### src/rtl/uart_rx_fifo_pkg.sv
package uart_rx_fifo_pkg;

  typedef enum logic [1:0] {
    TRIG_1  = 2'd0,
    TRIG_4  = 2'd1,
    TRIG_8  = 2'd2,
    TRIG_14 = 2'd3
  } rx_trig_e;

  localparam int CTL_EN_BIT   = 0;
  localparam int CTL_CLR_BIT  = 1;
  localparam int CTL_TRIG_LSB = 6;

  function automatic int unsigned trig_bytes(rx_trig_e sel);
    case (sel)
      TRIG_1:  trig_bytes = 1;
      TRIG_4:  trig_bytes = 4;
      TRIG_8:  trig_bytes = 8;
      default: trig_bytes = 14;
    endcase
  endfunction

endpackage

### src/rtl/rx_ctl_reg.sv
module rx_ctl_reg
  import uart_rx_fifo_pkg::*;
#(
  parameter int CTL_W = 8
) (
  input  logic             clk,
  input  logic             rst_n,
  input  logic             wr,
  input  logic [CTL_W-1:0] wdata,
  output logic             fifo_en,
  output rx_trig_e         trig_sel,
  output logic             flush
);

  logic     en_q, en_d;
  rx_trig_e trig_q, trig_d;

  always_comb begin
    en_d   = en_q;
    trig_d = trig_q;
    if (wr) begin
      en_d   = wdata[CTL_EN_BIT];
      trig_d = rx_trig_e'(wdata[CTL_TRIG_LSB +: 2]);
    end
  end

  assign flush = wr && (wdata[CTL_CLR_BIT] || (wdata[CTL_EN_BIT] != en_q));

  always_ff @(posedge clk or negedge rst_n) begin
    if (!rst_n) begin
      en_q   <= 1'b0;
      trig_q <= TRIG_1;
    end else if (wr) begin
      en_q   <= en_d;
      trig_q <= trig_d;
    end
  end

  assign fifo_en  = en_q;
  assign trig_sel = trig_q;

  // a write that changes the enable bit always requests a flush
  a_r9_mode_change_flush: assert property (@(posedge clk) disable iff (!rst_n)
    (wr && (wdata[CTL_EN_BIT] != en_q)) |-> flush);

endmodule

### src/rtl/rx_fifo_store.sv
module rx_fifo_store #(
  parameter int DEPTH = 16,
  parameter int W     = 8
) (
  input  logic                       clk,
  input  logic                       rst_n,
  input  logic                       flush,
  input  logic                       push,
  input  logic                       pop,
  input  logic [W-1:0]               din,
  input  logic [$clog2(DEPTH+1)-1:0] cap,
  output logic [W-1:0]               dout,
  output logic [$clog2(DEPTH+1)-1:0] count,
  output logic                       empty,
  output logic                       full,
  output logic                       push_ok,
  output logic                       pop_ok
);

  localparam int PTR_W = (DEPTH > 1) ? $clog2(DEPTH) : 1;
  localparam int CNT_W = $clog2(DEPTH + 1);

  logic [W-1:0]     mem [DEPTH];
  logic [PTR_W-1:0] wr_ptr_q, wr_ptr_d;
  logic [PTR_W-1:0] rd_ptr_q, rd_ptr_d;
  logic [CNT_W-1:0] cnt_q, cnt_d;

  function automatic logic [PTR_W-1:0] ptr_inc(logic [PTR_W-1:0] p);
    if (p == PTR_W'(DEPTH - 1)) ptr_inc = '0;
    else                        ptr_inc = p + 1'b1;
  endfunction

  assign empty   = (cnt_q == '0);
  assign full    = (cnt_q >= cap);
  assign pop_ok  = !flush && pop && !empty;
  assign push_ok = !flush && push && (!full || pop_ok);

  always_comb begin
    wr_ptr_d = wr_ptr_q;
    rd_ptr_d = rd_ptr_q;
    cnt_d    = cnt_q;
    if (flush) begin
      wr_ptr_d = '0;
      rd_ptr_d = '0;
      cnt_d    = '0;
    end else begin
      if (push_ok) wr_ptr_d = ptr_inc(wr_ptr_q);
      if (pop_ok)  rd_ptr_d = ptr_inc(rd_ptr_q);
      case ({push_ok, pop_ok})
        2'b10:   cnt_d = cnt_q + 1'b1;
        2'b01:   cnt_d = cnt_q - 1'b1;
        default: cnt_d = cnt_q;
      endcase
    end
  end

  always_ff @(posedge clk or negedge rst_n) begin
    if (!rst_n) begin
      wr_ptr_q <= '0;
      rd_ptr_q <= '0;
      cnt_q    <= '0;
    end else begin
      wr_ptr_q <= wr_ptr_d;
      rd_ptr_q <= rd_ptr_d;
      cnt_q    <= cnt_d;
    end
  end

  always_ff @(posedge clk) begin
    if (push_ok) mem[wr_ptr_q] <= din;
  end

  assign dout  = mem[rd_ptr_q];
  assign count = cnt_q;

  // occupancy never exceeds the active capacity
  a_r3_within_cap: assert property (@(posedge clk) disable iff (!rst_n)
    cnt_q <= cap);

  // popping an empty store with no push leaves it empty
  a_r10_empty_pop: assert property (@(posedge clk) disable iff (!rst_n)
    (pop && empty && !push && !flush) |=> empty);

  // a lone push into a full store does not drain it
  a_r7_full_hold: assert property (@(posedge clk) disable iff (!rst_n)
    (full && push && !pop && !flush) |=> (cnt_q == $past(cnt_q)));

endmodule

### src/rtl/rx_char_timer.sv
module rx_char_timer #(
  parameter int LIMIT = 4
) (
  input  logic clk,
  input  logic rst_n,
  input  logic clear,
  input  logic activity,
  input  logic pop_ok,
  input  logic armed,
  input  logic tick,
  output logic flag
);

  localparam int TW = (LIMIT > 1) ? $clog2(LIMIT) : 1;

  logic [TW-1:0] cnt_q, cnt_d;
  logic          flag_q, flag_d;
  logic          fire;

  assign fire = !clear && !activity && armed && tick && (cnt_q == TW'(LIMIT - 1));

  always_comb begin
    cnt_d = cnt_q;
    if (clear || activity || !armed) cnt_d = '0;
    else if (tick)                   cnt_d = fire ? '0 : cnt_q + 1'b1;
  end

  always_comb begin
    flag_d = flag_q;
    if (clear || pop_ok) flag_d = 1'b0;
    else if (fire)       flag_d = 1'b1;
  end

  always_ff @(posedge clk or negedge rst_n) begin
    if (!rst_n) begin
      cnt_q  <= '0;
      flag_q <= 1'b0;
    end else begin
      cnt_q  <= cnt_d;
      flag_q <= flag_d;
    end
  end

  assign flag = flag_q;

  // the flag only rises in the cycle after a qualifying tick
  a_r5_rise_after_tick: assert property (@(posedge clk) disable iff (!rst_n)
    $rose(flag_q) |-> ($past(tick) && $past(armed)));

  // without a pop or clear the flag is held
  a_r6_flag_hold: assert property (@(posedge clk) disable iff (!rst_n)
    (flag_q && !pop_ok && !clear) |=> flag_q);

endmodule

### src/rtl/uart_rx_fifo.sv
module uart_rx_fifo
  import uart_rx_fifo_pkg::*;
#(
  parameter int DEPTH         = 16,
  parameter int DATA_W        = 8,
  parameter int TIMEOUT_TICKS = 4
) (
  input  logic              clk,
  input  logic              rst_n,
  input  logic              push_valid,
  input  logic [DATA_W-1:0] push_data,
  input  logic              pop,
  input  logic              ctl_wr,
  input  logic [7:0]        ctl_wdata,
  input  logic              char_tick,
  input  logic              status_rd,
  output logic [DATA_W-1:0] rd_data,
  output logic              data_ready,
  output logic              trig_irq,
  output logic              timeout_irq,
  output logic              overrun
);

  localparam int CNT_W = $clog2(DEPTH + 1);

  logic             fifo_en;
  rx_trig_e         trig_sel;
  logic             flush;
  logic [CNT_W-1:0] cap, lvl, count;
  logic             empty, full, push_ok, pop_ok;
  logic             armed, ovr_set;
  logic             ovr_q, ovr_d;

  rx_ctl_reg #(.CTL_W(8)) u_ctl (
    .clk      (clk),
    .rst_n    (rst_n),
    .wr       (ctl_wr),
    .wdata    (ctl_wdata),
    .fifo_en  (fifo_en),
    .trig_sel (trig_sel),
    .flush    (flush)
  );

  assign cap = fifo_en ? CNT_W'(DEPTH) : CNT_W'(1);
  assign lvl = fifo_en ? CNT_W'(trig_bytes(trig_sel)) : CNT_W'(1);

  rx_fifo_store #(.DEPTH(DEPTH), .W(DATA_W)) u_store (
    .clk     (clk),
    .rst_n   (rst_n),
    .flush   (flush),
    .push    (push_valid),
    .pop     (pop),
    .din     (push_data),
    .cap     (cap),
    .dout    (rd_data),
    .count   (count),
    .empty   (empty),
    .full    (full),
    .push_ok (push_ok),
    .pop_ok  (pop_ok)
  );

  assign armed = !empty && (count < lvl);

  rx_char_timer #(.LIMIT(TIMEOUT_TICKS)) u_timer (
    .clk      (clk),
    .rst_n    (rst_n),
    .clear    (flush),
    .activity (push_ok || pop_ok),
    .pop_ok   (pop_ok),
    .armed    (armed),
    .tick     (char_tick),
    .flag     (timeout_irq)
  );

  assign ovr_set = !flush && push_valid && !push_ok;

  always_comb begin
    ovr_d = ovr_q;
    if (ovr_set)        ovr_d = 1'b1;
    else if (status_rd) ovr_d = 1'b0;
  end

  always_ff @(posedge clk or negedge rst_n) begin
    if (!rst_n) ovr_q <= 1'b0;
    else        ovr_q <= ovr_d;
  end

  assign overrun    = ovr_q;
  assign data_ready = !empty;
  assign trig_irq   = !empty && (count >= lvl);

  // a flush leaves the buffer empty on the next cycle
  a_r9_flush_empties: assert property (@(posedge clk) disable iff (!rst_n)
    flush |=> !data_ready);

  // a status read without a new drop clears the flag
  a_r8_clear: assert property (@(posedge clk) disable iff (!rst_n)
    (status_rd && !ovr_set) |=> !overrun);

  // overrun is sticky until a status read
  a_r7_sticky: assert property (@(posedge clk) disable iff (!rst_n)
    (overrun && !status_rd) |=> overrun);

  // a pending timeout always has data behind it
  a_r6_timeout_has_data: assert property (@(posedge clk) disable iff (!rst_n)
    timeout_irq |-> data_ready);

  // trigger implies data present
  a_r4_trig_has_data: assert property (@(posedge clk) disable iff (!rst_n)
    trig_irq |-> data_ready);

endmodule

### config.mk
export PLATFORM = sky130hd
export DESIGN_NAME = uart_rx_fifo
export DESIGN_NICKNAME = d
export VERILOG_FILES = /design/src/rtl/uart_rx_fifo_pkg.sv /design/src/rtl/rx_ctl_reg.sv /design/src/rtl/rx_fifo_store.sv /design/src/rtl/rx_char_timer.sv /design/src/rtl/uart_rx_fifo.sv
export SDC_FILE = /design/constraint.sdc
export NUM_CORES = 1
export LEC_CHECK = 0
export ABC_AREA = 1
export BUFFER_PORTS_ARGS = -buffer_cell sky130_fd_sc_hd__buf_2
export CORE_MARGIN = 1
export CORE_UTILIZATION = 35
export CTS_BUF_LIST = sky130_fd_sc_hd__clkbuf_4
export CTS_CLUSTER_SIZE = 14
export DETAILED_ROUTE_END_ITERATION = 10
export SYNTH_ARGS = -nofsm -noshare
export SYNTH_HDL_FRONTEND = slang
export SYNTH_SLANG_ARGS = --single-unit
### constraint.sdc
create_clock -name clk -period 2.3 [get_ports clk]
set_input_delay 0.23 -clock clk [delete_from_list [all_inputs] [get_ports clk]]
set_output_delay 0.23 -clock clk [all_outputs]
set_load 0.02 [all_outputs]
# After elaboration in Yosys (flattened, before gate mapping)
# Memories as Yosys holds them, arrays and structs flattened.
# Index checks and enable logic that the tools add are counted.
# totals
reg_bits	20
ram_bits	128
in_bits	23
out_inout_bits	12
wordCells	77
n_memories	1
# mem_list
name	words	width	read_ports	rd_clocked_by_memory_dff	write_ports	line	text
u_store.mem	16	8	1	0	1	rx_fifo_store.sv:23	logic [W-1:0] mem [DEPTH];
# op_classes
add_sub_neg	5
magnitude_cmp	3
eq_ne	8
muxes	20
n_reduce_logical	32
# op_table
cell	count
$mux 4	6
$mux 5	3
$logic_and 1x1->1	12
$pmux 4 s3	1
$ge 5x5->1	2
$pmux 5 s2	1
$reduce_bool 2->1	5
$add 4x1->4 const B	2
$eq 4x4->1 const B	2
$eq 2x2->1 const B	3
$logic_not 1->1	6
$logic_or 1x1->1	6
$mux 1	6
$mux 2	3
$add 5x1->5 const B	1
$logic_not 5->1	1
$lt 5x5->1	1
$sub 5x1->5 const B	1
$eq 2x1->1 const B	2
$reduce_bool 3->1	1
$add 2x1->2 const B	1
$logic_not 2->1	1
$ne 1x1->1	1

# Longest topological paths before layout
# logic_depth
word_depth	17
ltp_mapped	15
depth_no_buf	15

# Hierarchy
# Synthesis repeated with hierarchy kept, for this count alone.
# hier_totals
hier_cells	633
hier_area_um2	6772.7
# by_module_without_submodules
mod	n_inst	cells_each	area_each_um2	seq_area_each_um2
rx_fifo_store	1	561	6272.3	4169.0
uart_rx_fifo	1	33	203.9	25.0
rx_char_timer	1	20	156.4	75.1
rx_ctl_reg	1	19	140.1	75.1

# Worst setup path after synthesis
# Ideal clock, no wire load.
# synth_timing
path_type	register to register
start	register u_store.cnt_q[4] (netlist: u_store.count[4])
end	register u_store.cnt_q[4] (netlist: u_store.count[4])
setup_time_ns	0.065
t_arrival_ns	2.112
t_required_ns	2.235
path_slack_ns	0.122
path_stages_with_launch	15
path_buffers	0
period_less_slack_ns	2.178
path_cell_list	dfrtp_1 inv_1 nand3_2 nand2_1 inv_1 nand2_8 nor2_8 inv_2 fa_1 nand3b_1 nand3_1 nand2_1 a21oi_1 nand3_2 nand2_1
# synth_via
elab_chain_cells	8
elab_cells_between_ends	14
cone_classes	add/sub (2); order compare (1); eq/ne (2); mux (2); reduce/logical (7)
# synth_rtl
element	line	text
start, declared	rx_fifo_store.sv:26	logic [CNT_W-1:0] cnt_q, cnt_d;
start signal, assigned	rx_fifo_store.sv:65	cnt_q <= cnt_d;
$logic_not 5->1 (*)	rx_fifo_store.sv:33	assign empty = (cnt_q == '0);
$logic_not 1->1 (*)	n/a	
named net data_ready	uart_rx_fifo.sv:18	output logic data_ready,
$logic_and 1x1->1 (*)	rx_fifo_store.sv:35	assign pop_ok = !flush && pop && !empty;
$logic_or 1x1->1	rx_fifo_store.sv:36	assign push_ok = !flush && push && (!full || pop_ok);
$logic_and 1x1->1	rx_fifo_store.sv:36	
$eq 2x1->1 / $eq 2x2->1 (equally long branches)	rx_fifo_store.sv:49	case ({push_ok, pop_ok})
$pmux 5 s2	rx_fifo_store.sv:49	
$mux 5	rx_fifo_store.sv:42	if (flush) begin
# Mark *: on every way through the listed nets, which the timed path passes. The rest lies on a longest branch.
# A chain may end at the register's enable or synchronous reset.

# Worst setup path in the final report
# layout_timing
start	register u_store.rd_ptr_q[2]
end	output port rd_data[7]
# layout_via
elab_chain_cells	1
# layout_rtl
element	line	text
start, declared	rx_fifo_store.sv:25	logic [PTR_W-1:0] rd_ptr_q, rd_ptr_d;
start signal, assigned	rx_fifo_store.sv:64	rd_ptr_q <= rd_ptr_d;
$mem_v2 16x8	n/a	
end, declared	uart_rx_fifo.sv:17	output logic [DATA_W-1:0] rd_data,
# Every way passes these cells.

==> metrics.log <==
[metrics] outcome: complete, but fails checks
[metrics] failing checks: DRC
[metrics] final net count: about 680
[metrics] multi-input gate area in the final layout: 0.00209 mm2
[metrics] clock transition time at the flip-flop clock pins of the worst setup and hold paths: 0.14 ns
[metrics] post-synthesis share of cell area spent on xor and xnor gates: 0.00538
[metrics] average wire per standard cell: roughly 18 um
[metrics] core footprint: 0.0181 mm2
[metrics] multiplexer share of the synthesized area: 0.00346
[metrics] dominant combinational cell family by area after synthesis: simple AND/OR/NAND/NOR gates
[metrics] die area: 0.0192 mm2
[metrics] Worst slew margin: 0.646
[metrics] total global routing track utilization: 0.169
[metrics] cell types with the highest counts after synthesis: 128 x edfxtp_1, 91 x nand2_1, 61 x nor2_1
[metrics] die boundary height: approximately 140 um
[metrics] global-route wire length before repair: 24.7 mm
[metrics] required time at the worst-slack endpoint: 2.07 ns
[metrics] final worst-path cycle share: 0.996
[metrics] CTS tree: done
[metrics] hold-critical path endpoint: u_store.mem[3][6]$_DFFE_PP_
[metrics] maximum clock insertion buffer count: 2
[metrics] R2R setup slack: roughly 0.14 ns
[metrics] DPL Wire Length: between 9 and 10 mm
[metrics] asr flop ratio synth: 0.135
[metrics] maximum fanout along the worst path: 6
[metrics] compound-cell area share of the yosys netlist: 0.0966
[metrics] Synth Warn #: 0
[metrics] Adder-Cell Fraction of Synth Area: 0.0319
[metrics] Synth Area per Inst: 11.8 um2
[metrics] setup clock skew after layout: 0.0174 ns
[metrics] number of synthesized register bits: ~150
[metrics] capturing element type of the critical path: primary output
[metrics] Root Buffer Master: clkbuf_4
[metrics] pre-CTS setup slack: 0.0618 ns
[metrics] Maximum Capacitance Violations: 0
[metrics] final hold violations: 0
[metrics] number of detailed-route iterations in the first pass: 8
[metrics] nature of the critical path startpoint: flop
[metrics] antenna violations before repair: 0
[metrics] GP Congestion: 0.800
[metrics] WL final: 15.6 mm
[metrics] class of the most critical hold timing path: in -> reg
[metrics] endpoint of the worst-slack reg-to-reg timing path: u_store.count[4]$_DFFE_PN0P_
[metrics] number of cells on the worst reg-to-reg path: 14
[metrics] fraction of final layout cells with drive strength greater than 1: 0.298
[metrics] synthesized instance count: around 550
[metrics] depth of the CTS H-tree: 4
[metrics] Pwr Density: 985 mW/mm2
[metrics] starting density of the core: 0.360
[metrics] Syn Nets: 591
[metrics] count of flip-flops with a built-in enable after synthesis: 128
[metrics] via count of the first global-routing pass: 4641
[metrics] DRC errors left: 7
[metrics] total grt overflow: 0
[metrics] Vias per Instance: 5.11
[metrics] maximum clock frequency: approximately 0.44 GHz
[metrics] placed insts: 827
[metrics] launch instance of the worst min-delay path: push_data[6]
[metrics] overall die width: 138 um
[metrics] clock sink count: 148
[metrics] number of DRC markers after the initial detailed-route iteration: 321
[metrics] fin cells: roughly 890
[metrics] Ports: 35
[metrics] combined flip-flop and latch cell area: 0.00435 mm2
[metrics] reg2reg start: u_store.count[0]$_DFFE_PN0P_
[metrics] final core utilization: 0.443
[metrics] clock insertion delay at the later pin of the skew report: 0.54 ns
[metrics] Worst Hold Depth: 1
[metrics] antenna viol nets, final: 0
[metrics] number of distinct library cell variants in the gate-level netlist after synthesis: 37
[metrics] post-synthesis to final-layout area growth: 23.1%
[metrics] final setup violating endpoints: 0
[metrics] number of port buffers: 30
[metrics] leak pwr: 3.06 nW
[metrics] fraction of the yosys area taken by sequential cells: 0.667
[metrics] Rows: 49
[metrics] final-layout fill cell count: roughly 1600
[metrics] worst vdd rail ir drop: 607 uV
[metrics] critical path class: reg -> out
[metrics] minimum period implied by the final worst setup slack: 2.29 ns
[metrics] Synth Flop Type: edfxtp_1
[metrics] top-count cell post-synth: edfxtp_1
[metrics] routed via count: 4530
[metrics] basic-gate share of the synthesized area counting and, or, nand and nor cells: 0.160
[metrics] netlist area before placement: 0.00651 mm2
[metrics] maximum number of pins on one net before global-route repair: 34
[metrics] number of diodes: 0
[metrics] Worst Hold Slack: 0.0697 ns
[metrics] worst setup slack after layout: 0.0101 ns
[metrics] count of final max-slew check failures: 0
[metrics] area share of the largest cell type after synthesis: 0.590
[metrics] CTS Buf Count: 17
[metrics] Least-Margin Pin Slew: 0.531 ns
[metrics] cell types with the largest area share after synthesis: edfxtp_1 59%, dfrtp_1 7.7%, nand2_1 5.2%, o21ai_0 4.1%, nor2_1 3.5%
[metrics] setup repair after global routing missed its margin: true
[metrics] WP data arrival: 2.06 ns
[metrics] cell type with the highest aggregate area in the netlist: edfxtp_1
## timing repair
item / in CTS / in global routing
endpoints found under the hold margin: 27 / 0
setup buffers: 10 / 7
resized for setup: 36 / 58
pin swaps: 5 / 13
endpoints found under the setup margin: 9 / 60
gates cloned: 2 / 1
hold buffers: 8 / 0
## cells in the final DEF (no fill, tap or decap), types with 5 or more instances in the layout
cell type      netlist  layout
edfxtp_1           128     128
nand2_1             91      84
nor2_1              61      58
buf_4                0      49
o21ai_0             53      31
o21ai_1              7      29
nand3_1             31      29
inv_1               28      23
buf_2               11      22
clkbuf_4             0      19
dfrtp_1             20      17
nand2_2             10      16
ha_1                15      15
a21oi_1             20      14
o22ai_1             12       8
dlygate4sd3_1        0       8
buf_6                0       8
a211oi_2             0       7
nand4_1              7       7
clkinv_4             0       6
a21oi_2              0       6
buf_12               0       6
nand3_2              3       5
## worst max path at each step
| stage | from | endpoint | slack, ns | cells after the start |
|---|---|---|---|---|
| 4_1_cts | u_store.rd_ptr_q[1]$_DFFE_PN0N_ | rd_data[7] | -0.05 | 9 |
| 5_1_grt | u_store.rd_ptr_q[2]$_DFFE_PN0N_ | rd_data[7] | -0.09 | 10 |
| 6_report | u_store.rd_ptr_q[2]$_DFFE_PN0N_ | rd_data[7] | 0.01 | 10 |
| 3_5_place_dp | u_store.count[0]$_DFFE_PN0P_ | u_store.count[4]$_DFFE_PN0P_ | 0.06 | 14 |
| 3_3_place_gp | u_store.count[0]$_DFFE_PN0P_ | u_store.count[4]$_DFFE_PN0P_ | 0.11 | 14 |
| 2_1_floorplan | u_store.count[4]$_DFFE_PN0P_ | u_store.count[4]$_DFFE_PN0P_ | 0.12 | 14 |
## registers in the layout, indices dropped and copies added, names as in the netlist
signal,flops
u_store.rd_ptr_q,4
u_store.mem,128
u_ctl.trig_sel,2
u_timer.cnt_q,2
u_store.count,5
overrun,1
u_ctl.fifo_en,1
u_timer.flag,1
u_store.wr_ptr_q,4
## metal layers
| metal | part of all wire | track usage | vias up | wire, um |
|---|---|---|---|---|
| met2 | 0.50 | 0.291 | 121 | 7750 |
| li1 | - | - | 2168 | - |
| met4 | 0.0078 | 0.0426 | 0 | 121 |
| met5 | 0 | 0 | - | 0 |
| met1 | 0.44 | 0.215 | 2230 | 6920 |
| met3 | 0.052 | 0.0402 | 11 | 804 |
## cell families (layout without fill, tap and decap cells)
logic type / Yosys count / count (layout)
DFF: 148 / 148
buffers and inverters: 56 / 162
AOI/OAI and AO/OA: 110 / 110
and+or+nand+nor: 216 / 216
xor gates and xnor gates: 4 / 4
adders and majority gates: 16 / 16
muxes: 2 / 2
## area by class of cell
| type | count | share of cell area |
|---|---|---|
| multi-input combinational | 348 | 0.261 |
| inverter | 34 | 0.0183 |
| timing repair buffer | 96 | 0.106 |
| sequential | 148 | 0.542 |
| clock inverter | 13 | 0.0187 |
| clock buffer | 19 | 0.0178 |
| tap | 229 | 0.0357 |
## worst max-delay path: stages (launching register included)
cell	delay, ns
dfrtp_1	0.44
buf_6	0.15
inv_4	0.05
nor2_4	0.04
buf_6	0.13
nand2_4	0.05
a21oi_2	0.04
a211oi_2	0.25
o21ai_1	0.11
o21ai_1	0.09
buf_4	0.15
## where the power goes
group | internal, mW | total, mW | switching, mW
Clock | 0.687 | 1.67 | 0.987
Sequential | 3.07 | 3.17 | 0.0983
Combinational | 1.26 | 3.06 | 1.80
Total | 5.02 | 7.90 | 2.88
## stage by stage
step	area, um2	total power, mW	setup TNS (ns)
floorplan	6510	4.82	0
global placement	7160	5.56	0
detailed placement	7160	5.65	0
CTS	7780	7.63	-0.0675
global route	8020	8.35	-0.641
finish	8020	7.90	0
Note: power is estimated with default switching activity, not from simulation.
